--- config.mk ---
export PLATFORM = sky130hd
export DESIGN_NAME = ext_irq_capture
export DESIGN_NICKNAME = d
export VERILOG_FILES = /design/src/rtl/ext_irq_pkg.sv /design/src/rtl/irq_sync.sv /design/src/rtl/irq_sampler.sv /design/src/rtl/irq_flag.sv /design/src/rtl/ext_irq_capture.sv
export SDC_FILE = /design/constraint.sdc
export NUM_CORES = 1
export LEC_CHECK = 0
export BUFFER_PORTS_ARGS = -buffer_cell sky130_fd_sc_hd__buf_4
export CAP_MARGIN = 20
export CORE_AREA = 10 10 47 49
export CTS_BUF_LIST = sky130_fd_sc_hd__clkbuf_8
export DETAILED_ROUTE_END_ITERATION = 6
export DIE_AREA = 0 0 57 59
export PLACE_DENSITY = 0.3
export SETUP_SLACK_MARGIN = 0.5
export SYNTH_ARGS = -nofsm -noshare
export SYNTH_HDL_FRONTEND = slang
export SYNTH_SLANG_ARGS = --single-unit
--- constraint.sdc ---
create_clock -name clk_i -period 3.1 [get_ports clk_i]
set_clock_uncertainty 0.2 [all_clocks]
set_input_delay 0.155 -clock clk_i [delete_from_list [all_inputs] [get_ports clk_i]]
set_output_delay 0.155 -clock clk_i [all_outputs]
set_load 0.05 [all_outputs]
--- src/rtl/ext_irq_pkg.sv ---
package ext_irq_pkg;
  localparam int unsigned SYNC_STAGES_DEF = 2;

  typedef enum logic {
    SENSE_LEVEL = 1'b0,
    SENSE_EDGE  = 1'b1
  } sense_e;
endpackage

--- src/rtl/irq_sync.sv ---
module irq_sync #(
  parameter int unsigned STAGES    = 2,
  parameter logic        RESET_VAL = 1'b1
) (
  input  logic clk_i,
  input  logic rst_ni,
  input  logic d_i,
  output logic q_o
);
  logic [STAGES-1:0] chain_q;

  generate
    for (genvar i = 0; i < STAGES; i++) begin : g_stage
      always_ff @(posedge clk_i or negedge rst_ni) begin
        if (!rst_ni) begin
          chain_q[i] <= RESET_VAL;
        end else begin
          chain_q[i] <= (i == 0) ? d_i : chain_q[(i == 0) ? 0 : i-1];
        end
      end
    end
  endgenerate

  assign q_o = chain_q[STAGES-1];
endmodule

--- src/rtl/irq_sampler.sv ---
module irq_sampler (
  input  logic clk_i,
  input  logic rst_ni,
  input  logic line_i,
  input  logic stb_i,
  output logic samp_o,
  output logic fall_o
);
  logic samp_q;

  // held sample resets high: an idle line never reads as a fall
  always_ff @(posedge clk_i or negedge rst_ni) begin
    if (!rst_ni) begin
      samp_q <= 1'b1;
    end else if (stb_i) begin
      samp_q <= line_i;
    end
  end

  assign fall_o = stb_i & samp_q & ~line_i;
  assign samp_o = samp_q;
endmodule

--- src/rtl/irq_flag.sv ---
module irq_flag
  import ext_irq_pkg::*;
(
  input  logic   clk_i,
  input  logic   rst_ni,
  input  sense_e sense_i,
  input  logic   fall_i,
  input  logic   samp_i,
  input  logic   ack_i,
  input  logic   clr_i,
  output logic   edge_q_o,
  output logic   req_o
);
  logic edge_q;

  always_ff @(posedge clk_i or negedge rst_ni) begin
    if (!rst_ni) begin
      edge_q <= 1'b0;
    end else if (sense_i == SENSE_LEVEL) begin
      edge_q <= 1'b0;
    end else if (fall_i) begin
      edge_q <= 1'b1; // new edge beats a clear
    end else if (ack_i || clr_i) begin
      edge_q <= 1'b0;
    end
  end

  assign edge_q_o = edge_q;
  assign req_o    = (sense_i == SENSE_EDGE) ? edge_q : ~samp_i;
endmodule

--- src/rtl/ext_irq_capture.sv ---
module ext_irq_capture
  import ext_irq_pkg::*;
#(
  parameter int unsigned SYNC_STAGES = SYNC_STAGES_DEF
) (
  input  logic clk_i,
  input  logic rst_ni,
  input  logic pin_i,
  input  logic mcyc_stb_i,
  input  logic edge_mode_i,
  input  logic ack_i,
  input  logic sw_clr_i,
  output logic req_o
);
  logic   pin_s;
  logic   samp_q;
  logic   fall;
  logic   edge_q;
  sense_e sense;

  assign sense = sense_e'(edge_mode_i);

  irq_sync #(
    .STAGES    (SYNC_STAGES),
    .RESET_VAL (1'b1)
  ) u_sync (
    .clk_i  (clk_i),
    .rst_ni (rst_ni),
    .d_i    (pin_i),
    .q_o    (pin_s)
  );

  irq_sampler u_samp (
    .clk_i  (clk_i),
    .rst_ni (rst_ni),
    .line_i (pin_s),
    .stb_i  (mcyc_stb_i),
    .samp_o (samp_q),
    .fall_o (fall)
  );

  irq_flag u_flag (
    .clk_i    (clk_i),
    .rst_ni   (rst_ni),
    .sense_i  (sense),
    .fall_i   (fall),
    .samp_i   (samp_q),
    .ack_i    (ack_i),
    .clr_i    (sw_clr_i),
    .edge_q_o (edge_q),
    .req_o    (req_o)
  );
endmodule

==> metrics.md, run 1 <==
| Metric | Value |
|---|---|
| Status | `complete, no violations` |
| DRC errors left | `0` |
| Worst-Skew Late Latency | `approximately 220 ps` |
| Antenna cells | `0` |
| Die area | `around 0.0034 mm²` |
| Post-synth net total | `16` |
| First-pass GRT wire length | `558 µm` |
| Critical setup path kind | `in2reg` |
| Site Rows | `14` |
| Worst rel slew slack | `88.9%` |
| Int Power | `0.155 mW` |
| Post-synth top area cell | `dfstp_2` |
| CP required | `2990 ps` |
| Sw frac | `19.8%` |
| Initial antenna violation count | `0` |
| FF/Latch Area | `around 100 µm²` |
| Setup WS pre-CTS | `1960 ps` |
| Worst Path Buf+Inv | `3` |
| CP Launch Type | `input pin` |
| Cells after synthesis | `9` |
| Max-cap viol count | `0` |
| Top_reg_cell synth | `dfstp_2` |
| Slowest cell on crit path | `dlygate4sd3_1` |
| Crit. End Element | `flip-flop` |
| Family with the most delay on the worst path | `buffers and inverters` |
| CTS Hold Bufs | `5` |
| Tot Pwr | `0.194 mW` |
| Average cell area after synthesis | `roughly 17 µm²` |
| Drt pass-1 iters | `1` |
| DR iter-0 viols | `0` |
| Layout cells sized above 1 | `between 60% and 70%` |
| Layout area overhead | `113%` |
| Post-synth EDFFs | `0` |
| F_max | `602 MHz` |
| Die Y | `59 µm` |
| CTS tree | `yes` |
| Sw Pwr | `0.0383 mW` |
| Clock H-tree levels | `1` |
| Flop pwr share | `30.6%` |
| Yosys warnings | `0` |
| Slew @ Worst Pin | `around 160 ps` |
| Synth async-reset ratio | `100%` |
| Core footprint | `0.00140 mm²` |
| Nets@finish | `33` |
| Drt total wl | `357 µm` |
| Post-DR vias/cell | `~3.2` |
| Clock buffer depth | `2` |
| Setup TNS | `0 ps` |
| Pins Over Slew Limit | `0` |
| Clk sinks | `4` |
| Most used cell, CP | `dlygate4sd3_1` |
| DPL Wire Length | `251 µm` |
| Largest net degree at the start of global routing | `5` |
| Lkg Pwr | `around 0.15 nW` |
| Comb pwr share | `11.6%` |
| Number of global-route vias before repair | `between 100 and 150` |
| Crit share post-route | `53.6%` |
| Most numerous cell in the Yosys netlist | `dfstp_2` |
| Top Ports | `8` |
| CTS Buf Count | `3` |
| Total GRT Usage | `2.34%` |
| Unrepaired setup endpoints after global routing | `no` |
| Final ANT Viol Nets | `0` |
| WP data arrival | `1560 ps` |
| Detailed-route via count | `131` |
| Mux share of post-synthesis cell area | `10.1%` |
| Post-Synth Adder-Cell Area | `0%` |
| Final Setup Violations | `0` |
| GPL Wtd Cong | `~0.63` |
| Final min period | `~1700 ps` |
| Final WS setup | `1440 ps` |
| Post-CTS setup buffers | `0` |
| Top cells by area, synth | `dfstp_2 53%, dfrtp_1 17%, mux2_4 10%` |
| Combinational family with the most area after synthesis | `compound AO/OA/AOI/OAI gates` |
| I/O Buffers | `7` |
| Final hold violation count | `0` |
| Synthesized flop and latch total | `4` |
| CP cell instances | `dlygate4sd3_1 > buf_4 > nand4b_1 > o31ai_2 > dlygate4sd3_1` |
| CP max FO | `2` |
| Wire per inst | `8.71 µm` |
| Synth Area in XOR/XNOR | `0%` |
| Post-synthesis sequential area ratio | `69.7%` |
| CTS root buf | `clkbuf_8` |
| Compound-gate portion of the synthesized area | `11.8%` |
| Multi-input combinational cell area | `45.0 µm²` |
| Synthesized area | `149 µm²` |
| Overflow left after global routing | `0` |
| Worst min-delay path class | `in2async` |
| Slowest cell delay on critical path | `about 560 ps` |
| FILL cells | `154` |
| Power Density | `611 mW/mm²` |
| Share of the synthesized area in the top cell type | `52.9%` |
| Peak VDD IR | `0.376 mV` |
| CTS-repair resized insts | `0` |
| Clk pwr share | `between 50 and 60%` |
| Simple-gate area share of the yosys netlist | `8.40%` |
| Starting density of the core | `10.6%` |
| Reg clk slew, reported paths | `40 ps` |
| Post-synthesis cell type count | `7` |
| Die W | `57 µm` |
==> sequential cells by signal (all words and copies together) (netlist names) <==
signal           flops
u_sync.chain_q       1
u_flag.edge_q_o      1
u_samp.samp_o        1
u_sync.q_o           1
==> final cells by class <==
class / instances / share of cell area (%)
repair buffers: 12 / 32.4
clock buffers: 3 / 13.0
flip-flops and latches: 4 / 32.8
well taps: 16 / 6.32
clock inverters: 1 / 1.19
multi-input cells: 5 / 14.2
==> routing by layer <==
layer / share of wire [%] / wire, µm / vias up / GRT usage (%)
li1: - / - / 64 / -
met1: 49 / 174 / 55 / 2.04
met2: 28 / 100 / 12 / 2.33
met3: 23 / 83 / 0 / 4.08
met4: 0 / 0 / 0 / 1.01
met5: 0 / 0 / - / 0
==> cell families after synthesis <==
kind of cell | count (synthesis)
DFF | 4
AOI/OAI and AO/OA | 2
and+or+nand+nor | 2
muxes | 1
==> layout by cell type, fill, tap and decap left out <==
cell and n:
buf_4 7, clkbuf_8 3, dfrtp_1 1, dfstp_2 3, dlygate4sd3_1 5, inv_1 1
mux2_4 1, nand2_1 1, nand4b_1 1, o21ai_0 1, o31ai_2 1
==> worst paths after layout <==
check | startpoint | endpoint | slack [ps] | depth (start not counted)
min in group clk_i | u_sync.chain_q[0]$_DFF_PN1_ | u_sync.q_o$_DFF_PN1_ | 150 | 0
setup / recovery | mcyc_stb_i | u_flag.edge_q_o$_DFFE_PN0P_ | 1440 | 5
hold / removal | rst_ni | u_flag.edge_q_o$_DFFE_PN0P_ | 70 | 2
setup reg to reg | u_sync.q_o$_DFF_PN1_ | u_flag.edge_q_o$_DFFE_PN0P_ | 1520 | 3
hold reg to reg | u_sync.chain_q[0]$_DFF_PN1_ | u_sync.q_o$_DFF_PN1_ | 150 | 0
max in group asynchronous | rst_ni | u_sync.q_o$_DFF_PN1_ | 2430 | 2
==> power groups by stage <==
stage	combinational (mW)	sequential, mW	clock (mW)
floorplan	0.00815	0.0593	0
global placement	0.0178	0.0596	0
detailed placement	0.0178	0.0597	0
CTS	0.0226	0.0592	0.116
global route	0.0241	0.0596	0.121
finish	0.0224	0.0592	0.112
==> worst reg2reg max path, cell delays in order (launching register included) <==
cell and delay [ps]:
dfstp_2 520, nand4b_1 120, o31ai_2 70, dlygate4sd3_1 560
==> through the flow <==
step	utilization [%]	cells	area (µm²)	hold WS (ps)
2_1_floorplan	-	9	149	-341
3_3_place_gp	15.8	32	221	-247
3_5_place_dp	15.8	32	221	-248
4_1_cts	22.6	41	317	59.1
5_1_grt	22.6	41	317	84.2
6_report	22.6	41	317	69.7
(Power assumes the default switching activity.)
==> run 2: changes to the inputs <==
==> constraint.sdc (replaced) <==
create_clock -name clk_i -period 1.4 [get_ports clk_i]
set_clock_uncertainty 0.2 [all_clocks]
set_input_delay 0.07 -clock clk_i [delete_from_list [all_inputs] [get_ports clk_i]]
set_output_delay 0.07 -clock clk_i [all_outputs]
set_load 0.05 [all_outputs]
==> run 2 against run 1 <==
Effect of this change:
- the flow now finishes with violations (hold timing)
- cell count is 4.9% lower
- via count down 6.9%
- combinational power increased by 140%
- clock power increased by 120%
- wire length rose by 17%
- die area stayed put
- register-to-register slack worse by 1300 ps
- sequential power rose by 120%
- clock-buffer cell count unchanged
==> metrics.md, run 2 (same netlist as run 1, synthesis figures left out) <==
| Metric | Value |
|---|---|
| Status | `complete, but fails checks` |
| Violated checks | `hold timing` |
| Clock buffer depth | `2` |
| Tot Pwr | `0.438 mW` |
| Reg clk slew, reported paths | `40 ps` |
| Setup WS pre-CTS | `roughly 340 ps` |
| Core footprint | `0.00140 mm²` |
| Pins Over Slew Limit | `0` |
| Overflow left after global routing | `0` |
| Final WS setup | `161 ps` |
| Wire per inst | `10.7 µm` |
| Top Ports | `8` |
| DR iter-0 viols | `0` |
| Final hold violation count | `3` |
| Drt pass-1 iters | `1` |
| CP required | `1130 ps` |
| Total GRT Usage | `3.16%` |
| Nets@finish | `31` |
| DRC errors left | `0` |
| Lkg Pwr | `0.139 nW` |
| Commonest non-fill, non-tap cell in the layout | `buf_4` |
| Initial antenna violation count | `0` |
| I/O Buffers | `7` |
| CP Launch Type | `flip-flop` |
| Worst-Skew Late Latency | `220 ps` |
| Most frequent cells in the layout | `7 x buf_4, 3 x clkbuf_8, 3 x dfstp_2` |
| Die Y | `59 µm` |
| GPL Wtd Cong | `between 0.6 and 0.7` |
| Die area | `about 0.0034 mm²` |
| Worst rel slew slack | `88.0%` |
| Final ANT Viol Nets | `0` |
| Setup TNS | `0 ps` |
| Starting density of the core | `10.6%` |
| Antenna cells | `0` |
| Clk sinks | `4` |
| Crit share post-route | `88.5%` |
| Max-cap viol count | `0` |
| Drt total wl | `417 µm` |
| Worst min-delay path class | `in2reg` |
| Layout area overhead | `108%` |
| CTS Hold Bufs | `2` |
| Unrepaired setup endpoints after global routing | `yes` |
| Largest net degree at the start of global routing | `5` |
| Crit. End Element | `primary output` |
| CP max FO | `2` |
| Cells after DPL | `32` |
| Detailed-route via count | `between 100 and 150` |
| WP data arrival | `970 ps` |
| DPL Wire Length | `259 µm` |
| Clock H-tree levels | `1` |
| First-pass GRT wire length | `690 µm` |
| Layout cells sized above 1 | `between 70% and 80%` |
| CTS tree | `yes` |
| Final Hold Slack | `-171 ps` |
| Final min period | `1240 ps` |
| Finished Layout Cells | `39` |
| Number of global-route vias before repair | `about 160` |
| Slew @ Worst Pin | `180 ps` |
| Final Setup Violations | `0` |
| CTS Buf Count | `3` |
| Site Rows | `14` |
| Critical setup path kind | `reg2out` |
| CTS root buf | `clkbuf_8` |
| Peak VDD IR | `0.542 mV` |
| Die W | `57 µm` |
| Power Density | `about 1400 mW/mm²` |
| F_max | `807 MHz` |
| Post-DR vias/cell | `~3.1` |
run 2: cell count changes in the layout (fill, tap and decap cells not counted):
cell / change
o21ai_0: -1
o21ai_4: +1
buf_6: +1
dlygate4sd3_1: -3
run 2: metal layers:
metal | GRT usage (%) | routed length (µm)
met5 | 0 | 0
met4 | 4.03 | 0
met3 | 3.86 | 73
met2 | 2.79 | 143
met1 | 2.99 | 200
run 2: final timing paths:
path,start,to,slack [ps],cells past startpoint
setup / recovery,u_samp.samp_o$_DFFE_PN1P_,req_o,160,2
hold / removal,ack_i,u_flag.edge_q_o$_DFFE_PN0P_,-170,2
setup reg to reg,u_samp.samp_o$_DFFE_PN1P_,u_flag.edge_q_o$_DFFE_PN0P_,270,3
hold reg to reg,u_sync.chain_q[0]$_DFF_PN1_,u_sync.q_o$_DFF_PN1_,150,0
max in group asynchronous,rst_ni,u_sync.q_o$_DFF_PN1_,820,2
min in group asynchronous,rst_ni,u_flag.edge_q_o$_DFFE_PN0P_,-20,2
run 2: critical path, cell delays in order, from the launching register on:
cell and delay, ps:
dfstp_2 540, o21ai_4 50, buf_6 150
run 2: stage by stage:
stage               hold WS (ps)  util, %  instance area (µm²)
floorplan                   -426        -                  160
global placement            -333     16.6                  233
detailed placement          -333     16.6                  233
CTS                         -176     22.1                  309
global route                -170     22.1                  309
finish                      -171     22.1                  309
run 2: cell type report:
| class | instances | area, µm² |
|---|---|---|
| fill | 162 | 1090 |
| multi-input combinational | 5 | 56.3 |
| clock buffer | 3 | 41.3 |
| timing repair buffer | 10 | 83.8 |
| tap | 16 | 20.0 |
| sequential | 4 | 104 |
| clock inverter | 1 | 3.75 |
run 2: repair_timing:
item | 4_1_cts | 5_1_grt
setup endpoints to repair | 3 | 3
gates resized for setup | 1 | 0
setup buffers | 1 | 0
pin swaps | 1 | 0
hold endpoints to repair | 7 | 2
run 2: power by group:
group          leakage (nW)  internal, mW  switching (mW)
Clock                0.0269         0.187          0.0636
Sequential           0.0452         0.128         0.00409
Combinational        0.0666        0.0313          0.0236
Total                 0.139         0.346          0.0913
==> run 3: changes to the inputs <==
--- a/config.mk
+++ b/config.mk
@@ -12,6 +12,7 @@
 export DETAILED_ROUTE_END_ITERATION = 6
 export DIE_AREA = 0 0 57 59
 export PLACE_DENSITY = 0.3
+export RECOVER_POWER = 25
 export SETUP_SLACK_MARGIN = 0.5
 export SYNTH_ARGS = -nofsm -noshare
 export SYNTH_HDL_FRONTEND = slang
==> run 3 against run 2 <==
Effect of this change:
- the run still ends with hold timing left
- critical path depth stayed put
- register-to-register slack hardly changed
- non-clock buffer count is the same
- flip-flop and latch count did not move
- clock power about the same
- clock-buffer cell count is the same
- sequential power barely moved
- sequential share of layout area increased by 0.41 points
- critical path type unchanged
- largest cell class unchanged
==> metrics.md, run 3 (same netlist as run 1, synthesis figures left out) <==
| Metric | Value |
|---|---|
| Status | `complete, but fails checks` |
| Violated checks | `hold timing` |
| Int Power | `0.345 mW` |
| Antenna cells | `0` |
| Sw frac | `21.0%` |
| Critical path launch point | `u_samp.samp_o$_DFFE_PN1P_` |
| I/O Buffers | `7` |
| Total GRT Usage | `under 10%` |
| Die Y | `59 µm` |
| Overflow left after global routing | `0` |
| Largest net degree at the start of global routing | `5` |
| Setup WS pre-CTS | `341 ps` |
| Number of global-route vias before repair | `156` |
| R2R setup slack | `270 ps` |
| Core footprint | `0.00140 mm²` |
| CTS tree | `yes` |
| CTS Buf Count | `3` |
| Worst min-delay path class | `in2reg` |
| Unrepaired setup endpoints after global routing | `yes` |
| Final min period | `1240 ps` |
| Comb pwr share | `12.3%` |
| DRC errors left | `0` |
| Die W | `57 µm` |
| Reg2Reg Launch Point | `u_samp.samp_o$_DFFE_PN1P_` |
| Detailed-route via count | `between 100 and 150` |
| GPL Wtd Cong | `0.663` |
| CP Launch Type | `flip-flop` |
| Die area | `roughly 0.0034 mm²` |
| Peak VDD IR | `0.539 mV` |
| CP cell instances | `o21ai_4 > buf_6` |
| R2R Path End | `u_flag.edge_q_o$_DFFE_PN0P_` |
| First-pass GRT wire length | `690 µm` |
| Crit share post-route | `between 80 and 90%` |
| Worst reg2reg path depth | `3` |
| Layout area overhead | `105%` |
| Critical setup path kind | `reg2out` |
| Site Rows | `14` |
| Clock buffer depth | `2` |
| CTS Hold Bufs | `2` |
| Flop pwr share | `30.2%` |
| Commonest non-fill, non-tap cell in the layout | `buf_4` |
| Final ANT Viol Nets | `0` |
| CP required | `1130 ps` |
| Clk pwr share | `between 50% and 60%` |
| Lkg Pwr | `about 0.14 nW` |
| Sw Pwr | `0.0916 mW` |
| Nets@finish | `31` |
| Crit. End Element | `primary output` |
| Pins Over Slew Limit | `0` |
| Slowest cell on crit path | `dfstp_2` |
| Slew @ Worst Pin | `between 200 and 250 ps` |
| Most frequent cells in the layout | `6 x buf_4, 3 x clkbuf_8, 3 x dfstp_2` |
| Drt total wl | `roughly 420 µm` |
| Worst rel slew slack | `85.8%` |
| Final Hold Slack | `-171 ps` |
| Clk sinks | `4` |
| Layout cells sized above 1 | `69.6%` |
| Final WS setup | `161 ps` |
| Post-DR vias/cell | `approximately 3.1` |
| Worst-Skew Late Latency | `220 ps` |
| Wire per inst | `10.7 µm` |
| Setup TNS | `0 ps` |
| CP max FO | `2` |
| Power Density | `1430 mW/mm²` |
| Drt pass-1 iters | `1` |
| Final hold violation count | `2` |
| Final Util | `~22%` |
| WP data arrival | `about 970 ps` |
| Reg clk slew, reported paths | `40 ps` |
| Top Ports | `8` |
| Max-cap viol count | `0` |
| DPL Wire Length | `259 µm` |
| Starting density of the core | `10.6%` |
| Clock H-tree levels | `1` |
| Slowest cell delay on critical path | `~540 ps` |
| DR iter-0 viols | `0` |
| CTS root buf | `clkbuf_8` |
| F_max | `slightly above 800 MHz` |
| Final Setup Violations | `0` |
| Setup crit end | `req_o` |
| Initial antenna violation count | `0` |
==> run 3: power by group through the flow <==
stage | logic, mW | clock network [mW] | registers, mW
2_1_floorplan | 0.0210 | 0 | 0.133
3_3_place_gp | 0.0434 | 0 | 0.134
3_5_place_dp | 0.0433 | 0 | 0.134
4_1_cts | 0.0556 | 0.266 | 0.132
5_1_grt | 0.0571 | 0.270 | 0.133
6_report | 0.0536 | 0.251 | 0.132
==> run 3: cell type report <==
type                            count  area, µm²
Clock inverter                      1       3.75
Sequential cell                     4        104
Tap cell                           16       20.0
Multi-Input combinational cell      5       56.3
Clock buffer                        3       41.3
Timing Repair Buffer               10       80.1
Fill cell                         162       1100
==> run 3: worst min path at each step <==
stage,slack (ps),start,to,cells after the start
6_report,-170,ack_i,u_flag.edge_q_o$_DFFE_PN0P_,2
5_1_grt,-170,ack_i,u_flag.edge_q_o$_DFFE_PN0P_,2
4_1_cts,-180,ack_i,u_flag.edge_q_o$_DFFE_PN0P_,2
3_5_place_dp,-330,rst_ni,u_flag.edge_q_o$_DFFE_PN0P_,1
3_3_place_gp,-330,rst_ni,u_flag.edge_q_o$_DFFE_PN0P_,1
2_1_floorplan,-430,rst_ni,u_flag.edge_q_o$_DFFE_PN0P_,0
==> run 3: what timing repair did <==
item,in CTS,in global routing
setup endpoints to repair,3,3
buffers inserted,1,0
hold endpoints to repair,7,2
pin swaps,1,0
gates resized for setup,1,0
==> run 3: routing by layer <==
| metal | global-route usage (%) | routed length [µm] | vias up |
|---|---|---|---|
| met5 | 0 | 0 | - |
| li1 | - | - | 60 |
| met3 | 3.86 | 73 | 0 |
| met1 | 2.99 | 202 | 52 |
| met4 | 4.03 | 0 | 0 |
| met2 | 2.79 | 143 | 10 |
==> run 3: worst max-delay path, delay by kind of cell (launching register included) <==
kind	cells	cell delay, ps
AOI/OAI and AO/OA	1	50
DFF	1	540
buffers and inverters	1	150
==> run 3: stage by stage <==
stage,instances,total power [mW],instance area (µm²)
finish,39,0.437,305
global route,39,0.460,305
CTS,39,0.454,309
detailed placement,32,0.177,233
global placement,32,0.177,233
floorplan,9,0.154,160
